--- config.mk ---
export PLATFORM = sky130hd
export DESIGN_NAME = dibuf_ctrl
export DESIGN_NICKNAME = d
export VERILOG_FILES = /design/src/rtl/dibuf_pkg.sv /design/src/rtl/dibuf_mask_reg.sv /design/src/rtl/dibuf_pin.sv /design/src/rtl/dibuf_ctrl.sv
export SDC_FILE = /design/constraint.sdc
export NUM_CORES = 1
export LEC_CHECK = 0
export ABC_AREA = 0
export BUFFER_PORTS_ARGS = -buffer_cell sky130_fd_sc_hd__buf_2
export CORE_UTILIZATION = 30
export DETAILED_ROUTE_END_ITERATION = 10
export PLACE_DENSITY = 0.65
export SYNTH_ARGS = -nofsm -noshare
export SYNTH_HDL_FRONTEND = slang
export SYNTH_SLANG_ARGS = --single-unit
--- constraint.sdc ---
create_clock -name clk_i -period 0.86 [get_ports clk_i]
set_clock_uncertainty 0.15 [all_clocks]
set_input_delay 0.086 -clock clk_i [delete_from_list [all_inputs] [get_ports clk_i]]
set_output_delay 0.086 -clock clk_i [all_outputs]
set_load 0.05 [all_outputs]
--- src/rtl/dibuf_pkg.sv ---
package dibuf_pkg;
  localparam int unsigned DEF_PINS = 8;
endpackage

--- src/rtl/dibuf_mask_reg.sv ---
module dibuf_mask_reg #(
  parameter int unsigned N_PINS = 8
) (
  input  logic              clk_i,
  input  logic              rst_ni,
  input  logic              wr_en_i,
  input  logic [N_PINS-1:0] wr_data_i,
  output logic [N_PINS-1:0] mask_o
);
  logic [N_PINS-1:0] mask_q;

  always_ff @(posedge clk_i or negedge rst_ni) begin
    if (!rst_ni)      mask_q <= '0;
    else if (wr_en_i) mask_q <= wr_data_i;
  end

  assign mask_o = mask_q;


  wr_load_chk: assert property (@(posedge clk_i) disable iff (!rst_ni)
    wr_en_i |=> mask_q == $past(wr_data_i));

  mask_hold_chk: assert property (@(posedge clk_i) disable iff (!rst_ni)
    !wr_en_i |=> $stable(mask_q));
endmodule

--- src/rtl/dibuf_pin.sv ---
module dibuf_pin (
  input  logic dis_i,
  input  logic sleep_i,
  input  logic wake_i,
  input  logic pad_i,
  output logic en_o,
  output logic din_o
);
  assign en_o  = ~dis_i & (~sleep_i | wake_i);
  assign din_o = en_o & pad_i;

  always_comb begin

    sleep_gate_chk: assert (!(sleep_i && !wake_i && en_o));

    din_zero_chk: assert (en_o || !din_o);
  end
endmodule

--- src/rtl/dibuf_ctrl.sv ---
module dibuf_ctrl
  import dibuf_pkg::*;
#(
  parameter int unsigned N_PINS = DEF_PINS
) (
  input  logic              clk_i,
  input  logic              rst_ni,
  input  logic              wr_en_i,
  input  logic [N_PINS-1:0] wr_data_i,
  output logic [N_PINS-1:0] rd_data_o,
  input  logic              sleep_i,
  input  logic [N_PINS-1:0] wake_mask_i,
  input  logic [N_PINS-1:0] pad_i,
  output logic [N_PINS-1:0] buf_en_o,
  output logic [N_PINS-1:0] din_o
);
  logic [N_PINS-1:0] mask;

  dibuf_mask_reg #(.N_PINS(N_PINS)) u_mask (
    .clk_i, .rst_ni, .wr_en_i, .wr_data_i, .mask_o(mask)
  );

  assign rd_data_o = mask;

  for (genvar k = 0; k < N_PINS; k++) begin : g_pin
    dibuf_pin u_pin (
      .dis_i  (mask[k]),
      .sleep_i(sleep_i),
      .wake_i (wake_mask_i[k]),
      .pad_i  (pad_i[k]),
      .en_o   (buf_en_o[k]),
      .din_o  (din_o[k])
    );
  end


  active_en_chk: assert property (@(posedge clk_i) disable iff (!rst_ni)
    !sleep_i |-> buf_en_o == ~rd_data_o);

  reset_clear_chk: assert property (@(posedge clk_i)
    !rst_ni |-> rd_data_o == '0);
endmodule

# Word-level counts from Yosys, hierarchy flattened

Cells that the tools add are included.

Bits in registers: 8
Input bits: 28

Bitwise logic cells: 33

Operators with widths:

| cell              | number |
|---|---|
| 1-bit bitwise AND | 16 |
| 1-bit inverter    | 9 |
| 1-bit OR          | 8 |

# Depth between registers and ports, before layout

Gate-level depths: netlist (run 1).

Word-level depth: 4
Depth in mapped cells: 3
Mapped depth without buffers: 2

# Cells and area by module

Synthesis (run 1) repeated with hierarchy kept, for this count alone.

Cell total of the unflattened synthesis: 41
Area, all modules: 571.8 um^2

By module, submodules not included:

| module         | instances | cells each | area an instance (um^2) | sequential area each (um^2) |
|---|---|---|---|---|
| dibuf_mask_reg | 1         | 17         | 331.6                   | 200.2 |
| dibuf_pin      | 8         | 3          | 30.0                    | 0.0 |

# Worst setup path before layout (run 1)

OpenSTA, ideal clock, no wires.

Path type: flip-flop to output port
Start: register u_mask.mask_q[0], in the netlist u_mask.mask_o[0]
End: output port din_o[0]
Arrival: 759 ps
Required time: 624 ps
Path slack: -135 ps
Cell stages (with the launch flop): 3
Buffers on the path: 1
Path through: dfrtp_1 nor3b_2 buf_4

Cells in the longest elaborated chain, start to end: 3

RTL lines:

| element                | RTL line             | source |
|---|---|---|
| start, declared        | dibuf_mask_reg.sv:10 | `logic [N_PINS-1:0] mask_q;` |
| start signal, assigned | dibuf_mask_reg.sv:14 | `else if (wr_en_i) mask_q <= wr_data_i;` |
| 1-bit inverter         | dibuf_pin.sv:9       | `assign en_o = ~dis_i & (~sleep_i \| wake_i);` |
| 1-bit bitwise AND      | dibuf_pin.sv:9       |  |
| 1-bit bitwise AND      | dibuf_pin.sv:10      | `assign din_o = en_o & pad_i;` |
| end, declared          | dibuf_ctrl.sv:15     | `output logic [N_PINS-1:0] din_o` |

No other way between the ends.

# Final worst setup path (run 1)

Same ends and word-level chain as after synthesis.

==> results of run 1 <==
-- cell usage after synthesis (all sizes together) --
cell | instances | area share [%]
buf | 25 | 27
nor3b | 8 | 14
nor2 | 8 | 4.3
dfrtp | 8 | 29
mux2 | 8 | 17
and2b | 8 | 8.6
-- path summary, 6_finish.rpt --
check / end / depth (start not counted) / from / slack (ns)
hold / removal: u_mask.mask_o[3]$_DFFE_PN0P_ / 2 / wr_data_i[3] / -0.09
min in group asynchronous: u_mask.mask_o[0]$_DFFE_PN0P_ / 2 / rst_ni / 0.05
max in group asynchronous: u_mask.mask_o[5]$_DFFE_PN0P_ / 2 / rst_ni / 0.31
setup reg to reg: u_mask.mask_o[0]$_DFFE_PN0P_ / 2 / u_mask.mask_o[0]$_DFFE_PN0P_ / -0.24
hold reg to reg: u_mask.mask_o[7]$_DFFE_PN0P_ / 1 / u_mask.mask_o[7]$_DFFE_PN0P_ / 0.44
setup / recovery: din_o[0] / 2 / u_mask.mask_o[0]$_DFFE_PN0P_ / -0.45
-- layout make-up --
cell class,instances,area [um^2]
Fill cell,218,1110
Tap cell,28,35.0
Clock buffer,3,22.5
Timing Repair Buffer,62,520
Multi-Input combinational cell,32,323
Sequential cell,8,205
-- power groups by stage --
stage,clock network (mW),logic (mW),registers (mW)
6_report,0.295,0.941,0.478
3_5_place_dp,0,0.689,0.467
5_1_grt,0.334,0.980,0.485
4_1_cts,0.311,0.853,0.460
3_3_place_gp,0,0.683,0.465
2_1_floorplan,0,0.724,0.458
-- cells by family after synthesis --
| logic type | count (synthesis) |
|---|---|
| DFF | 8 |
| buffers and inverters | 25 |
| muxes | 8 |
| and+or+nand+nor | 24 |
-- timing repair --
action | in CTS | in global routing
hold endpoints to repair | 16 | 8
resized for setup | 38 | 28
cloned | 0 | 0
setup buffers | 7 | 3
endpoints found under the setup margin | 32 | 32
-- layer usage --
| metal | vias to the layer above | global-route usage, % |
|---|---|---|
| li1 | 267 | - |
| met1 | 254 | 12.3 |
| met2 | 32 | 22.7 |
| met3 | 2 | 3.94 |
| met4 | 0 | 4.17 |
| met5 | - | 0 |
==> impl_metrics.py, run 1 <==
metrics = {
    "clock_network": {
        "cts.reportedPaths.clkPinSlew_ns": 0.06,
        "insertion_delay_ns": 0.26,
        "tritoncts": "built",
        "h-tree-depth": 1,
        "cts_root_buf": "clkbuf_4",
        "clock_sink_count": 8,
        "cts_buffers": 3,
        "hold_buffers": 1,
        "clockBufferDepth": 2,
    },
    "cells_and_area": {
        "final_common_cell": "buf_6",
        "fin_nets": 135,
        "drive_gt1_share_pct": 84.8,
        "area_delta_synth_final_pct": 57.6,
        "final_area_um2": 1110,
        "final_util_pct": 50.0,
        "n_antenna_cell": 0,
        "final_cell_mix": "30 x buf_6, 27 x buf_2, 8 x and2b_1, 8 x nor3b_2, 8 x mux2_4",
        "final-instance-count-excl-fill": 133,
        "largest_reg_flops": 8,
    },
    "setup_path": {
        "cp.required_ns": 0.62,
        "critPathSlowestCell": "dfrtp_1",
        "critical-path-max-stage-delay_ns": 0.43,
        "crit_fanout": 4,
        "cp-end-kind": "output pin",
        "path_buf_inv": 1,
        "arrival_ns": 1.07,
        "worstSetupPathType": "reg2out",
        "path_cells": "nor3b_2 -> buf_6",
        "cp-start-kind": "flip-flop",
        "cp_top_family": "flip-flops",
    },
    "timing": {
        "worstMarginPinSlew_ns": 0.267,
        "tns_ns": -10.12,
        "finalSetupViolations": 32,
        "min_period_over_period_pct": 152,
        "slew-limit-headroom_pct": 82.2,
        "period_minus_slack_ns": 1.31,
        "finalHoldViolations": 8,
        "slew_violations": 0,
        "rsz0062_at_grt": "yes",
        "fin_ws_ns": -0.448,
        "max_freq_ghz": 0.764,
        "fin_hold_ws_ns": -0.0946,
    },
    "synth": {
        "syn_area_um2": 702,
        "yosysWarnings": 0,
        "synth_mux_area_share_pct": 17.1,
        "synth_fa_ha_area_share_pct": 0,
        "syn-num-nets": 93,
        "ys_seq_elements": 8,
        "synth-compound-area-share_pct": 0,
        "synth_top_family_by_area": "buffers and inverters",
        "synth-simple-area-share_pct": 27.1,
        "ys_types": 7,
        "synthesis.instances": 65,
        "synthXorXnorAreaFrac_pct": 0,
        "ys_seq_area_share_pct": 28.5,
        "syn_avg_cell_area_um2": 10.8,
    },
    "detailed_routing": {
        "drc": 0,
        "wl_met2_um": 835,
        "avgRoutedWirePerCell_um": 11.4,
        "highest_layer": "met4",
        "wl_um": 1520,
        "drt-met1-wl_um": 571,
        "num_vias": 555,
        "wl_met3_um": 97,
        "detail_route.first_pass.iterations": 2,
        "viasPerCell": 4.17,
        "drt_iter0_markers": 3,
        "final_antenna_net_count": 0,
    },
    "place": {
        "pre_cts_slack_ns": -0.262,
        "io_buffers": 51,
        "placed_cells": 119,
        "place.gp.congestion": 0.671,
        "place_area_um2": 801,
        "dpl.hpwl_um": 999,
    },
    "power_and_ir_drop": {
        "pwr-share-comb_pct": 54.9,
        "netSwitchingPower_mw": 0.716,
        "totalPowerFinal_mw": 1.71,
        "powerDensity_nw_per_um2": 1550,
        "seqPwrFrac_pct": 27.9,
        "max-vdd-ir-drop_v": 0.000912,
        "p_leak_nw": 0.573,
        "clkPwrFrac_pct": 17.2,
        "swShare_pct": 41.8,
        "p_int_mw": 0.998,
    },
    "job": {
        "drv_cap": 0,
    },
    "hold_path": {
        "hold_class": "in2reg",
    },
    "die": {
        "die_w_um": 50.4,
        "core_area_um2": 2210,
        "die_height_um": 50.4,
        "ios": 52,
        "fp.dieArea_um2": 2540,
        "rows": 17,
        "start_util_pct": 31.7,
    },
    "grt": {
        "grt_max_degree": 9,
        "grt.total_usage_pct": 12.1,
        "gr-total-overflow": 0,
        "grt_pass1_vias": 525,
        "grt_pass1_wl_um": 2200,
        "antenna_found_initial": 0,
    },
    "run_status": {
        "violations": "hold timing, setup timing",
        "status": "complete, but fails checks",
    },
}
Power figures use the tool's default switching activity.
==> run 2, diff against run 1 <==
--- a/config.mk
+++ b/config.mk
@@ -7,9 +7,11 @@
 export LEC_CHECK = 0
 export ABC_AREA = 0
 export BUFFER_PORTS_ARGS = -buffer_cell sky130_fd_sc_hd__buf_2
-export CORE_UTILIZATION = 30
+export CELL_PAD_IN_SITES_DETAIL_PLACEMENT = 1
+export CELL_PAD_IN_SITES_GLOBAL_PLACEMENT = 1
+export CORE_UTILIZATION = 25
 export DETAILED_ROUTE_END_ITERATION = 10
-export PLACE_DENSITY = 0.65
+export PLACE_DENSITY = 0.75
 export SYNTH_ARGS = -nofsm -noshare
 export SYNTH_HDL_FRONTEND = slang
 export SYNTH_SLANG_ARGS = --single-unit
==> run 2 against run 1 <==
The flow still finishes with violations (hold timing, setup timing); worst hold slack better by 0.0073 ns; final cell count is 1.5% higher; combinational power is 2.6% higher; via count is 3.4% higher; clock power is 5% lower; utilization is 5.8 points lower; largest power group unchanged; highest routed layer is now met3.
==> impl_metrics.py, run 2 (synthesis gave the netlist of run 1 again) <==
metrics = {
    "timing": {
        "slew_violations": 0,
        "max_freq_ghz": 0.770,
        "rsz0062_at_grt": "yes",
        "fin_hold_ws_ns": -0.0873,
        "tns_ns": -9.98,
        "slew-limit-headroom_pct": 81.6,
        "min_period_over_period_pct": 151,
        "finalSetupViolations": 32,
        "finalHoldViolations": 8,
        "worstMarginPinSlew_ns": 0.277,
        "fin_ws_ns": -0.438,
        "period_minus_slack_ns": 1.30,
    },
    "grt": {
        "grt_max_degree": 9,
        "grt.total_usage_pct": 11.3,
        "gr-total-overflow": 0,
        "grt_pass1_wl_um": 2320,
        "grt_pass1_vias": 560,
        "antenna_found_initial": 0,
    },
    "cells_and_area": {
        "final_common_cell": "buf_2",
        "final_cell_mix": "27 x buf_2, 26 x buf_6, 8 x and2b_1, 8 x nor3b_2, 8 x mux2_4",
        "n_antenna_cell": 0,
        "fin_nets": 135,
        "area_delta_synth_final_pct": 61.7,
        "drive_gt1_share_pct": 89.5,
        "final_area_um2": 1130,
        "largest_reg_flops": 8,
        "final-instance-count-excl-fill": 135,
    },
    "setup_path": {
        "arrival_ns": 1.06,
        "r2r_slack_ns": -0.23,
        "worstSetupPathType": "reg2out",
        "cp-start-kind": "flip-flop",
        "critical-path-max-stage-delay_ns": 0.44,
        "path_cells": "nor3b_2 -> buf_6",
        "crit_fanout": 4,
        "cp_top_family": "flip-flops",
        "path_buf_inv": 1,
        "cp-end-kind": "output pin",
        "critPathSlowestCell": "dfrtp_2",
        "cp.required_ns": 0.62,
    },
    "die": {
        "ios": 52,
        "core_area_um2": 2570,
        "die_height_um": 55.0,
        "fp.dieArea_um2": 3020,
        "start_util_pct": 27.3,
        "die_w_um": 55.0,
        "rows": 18,
    },
    "clock_network": {
        "cts_root_buf": "clkbuf_4",
        "insertion_delay_ns": 0.25,
        "tritoncts": "built",
        "clockBufferDepth": 2,
        "h-tree-depth": 1,
        "cts_buffers": 3,
        "clock_sink_count": 8,
        "hold_buffers": 1,
        "cts.reportedPaths.clkPinSlew_ns": 0.06,
    },
    "power_and_ir_drop": {
        "powerDensity_nw_per_um2": 1520,
        "p_leak_nw": 0.575,
        "max-vdd-ir-drop_v": 0.000945,
    },
    "detailed_routing": {
        "num_vias": 574,
        "drt_iter0_markers": 2,
        "final_antenna_net_count": 0,
        "wl_um": 1680,
        "avgRoutedWirePerCell_um": 12.4,
        "viasPerCell": 4.25,
        "detail_route.first_pass.iterations": 2,
        "drc": 0,
    },
    "place": {
        "pre_cts_slack_ns": -0.271,
        "place.gp.congestion": 0.590,
        "placed_cells": 121,
        "place_area_um2": 803,
        "io_buffers": 51,
    },
    "run_status": {
        "status": "complete, but fails checks",
        "violations": "hold timing, setup timing",
    },
    "hold_path": {
        "hold_class": "in2reg",
    },
    "job": {
        "drv_cap": 0,
    },
}
## run 2: cell counts in the layout (fill, tap and decap cells not counted)
No cell type changed its count.
## run 2: path summary, 6_finish.rpt
path,startpoint,to,cells after the start
max,u_mask.mask_o[1]$_DFFE_PN0P_,din_o[1],2
min,wr_data_i[0],u_mask.mask_o[0]$_DFFE_PN0P_,2
max reg2reg,u_mask.mask_o[6]$_DFFE_PN0P_,u_mask.mask_o[6]$_DFFE_PN0P_,2
min reg2reg,u_mask.mask_o[1]$_DFFE_PN0P_,u_mask.mask_o[1]$_DFFE_PN0P_,1
max in group asynchronous,rst_ni,u_mask.mask_o[7]$_DFFE_PN0P_,2
min in group asynchronous,rst_ni,u_mask.mask_o[1]$_DFFE_PN0P_,2
## run 2: power by group
group / switching (mW) / internal (mW)
sequential: 0.0622 / 0.422
combinational: 0.531 / 0.434
clock: 0.120 / 0.159
total: 0.713 / 1.02
## run 2: repair_timing
item / CTS / global route
hold endpoints to repair: 16 / 8
gates resized for setup: 48 / 27
setup buffers: 9 / 2
endpoints found under the setup margin: 32 / 32
pin swaps: 1 / 2
## run 2: area by class of cell
| cell class | count | area [um^2] |
|---|---|---|
| fill | 298 | 1430 |
| timing repair buffer | 62 | 528 |
| multi-input combinational | 32 | 338 |
| sequential | 8 | 209 |
| tap | 30 | 37.5 |
| clock buffer | 3 | 22.5 |
## run 2: metal layers
layer / global-route usage [%] / wire length, um / up-vias
li1: - / - / 267
met1: 11.1 / 547 / 276
met2: 21.9 / 1010 / 31
met3: 5.19 / 121 / 0
met4: 1.25 / 0 / 0
met5: 0 / 0 / -
## run 2: stage by stage
| step | util [%] | power, mW | hold WS [ns] |
|---|---|---|---|
| floorplan | - | 1.18 | -0.360 |
| global placement | 31.3 | 1.15 | -0.209 |
| detailed placement | 31.3 | 1.17 | -0.210 |
| CTS | 40.8 | 1.66 | -0.0935 |
| global route | 44.2 | 1.82 | -0.0976 |
| finish | 44.2 | 1.73 | -0.0873 |
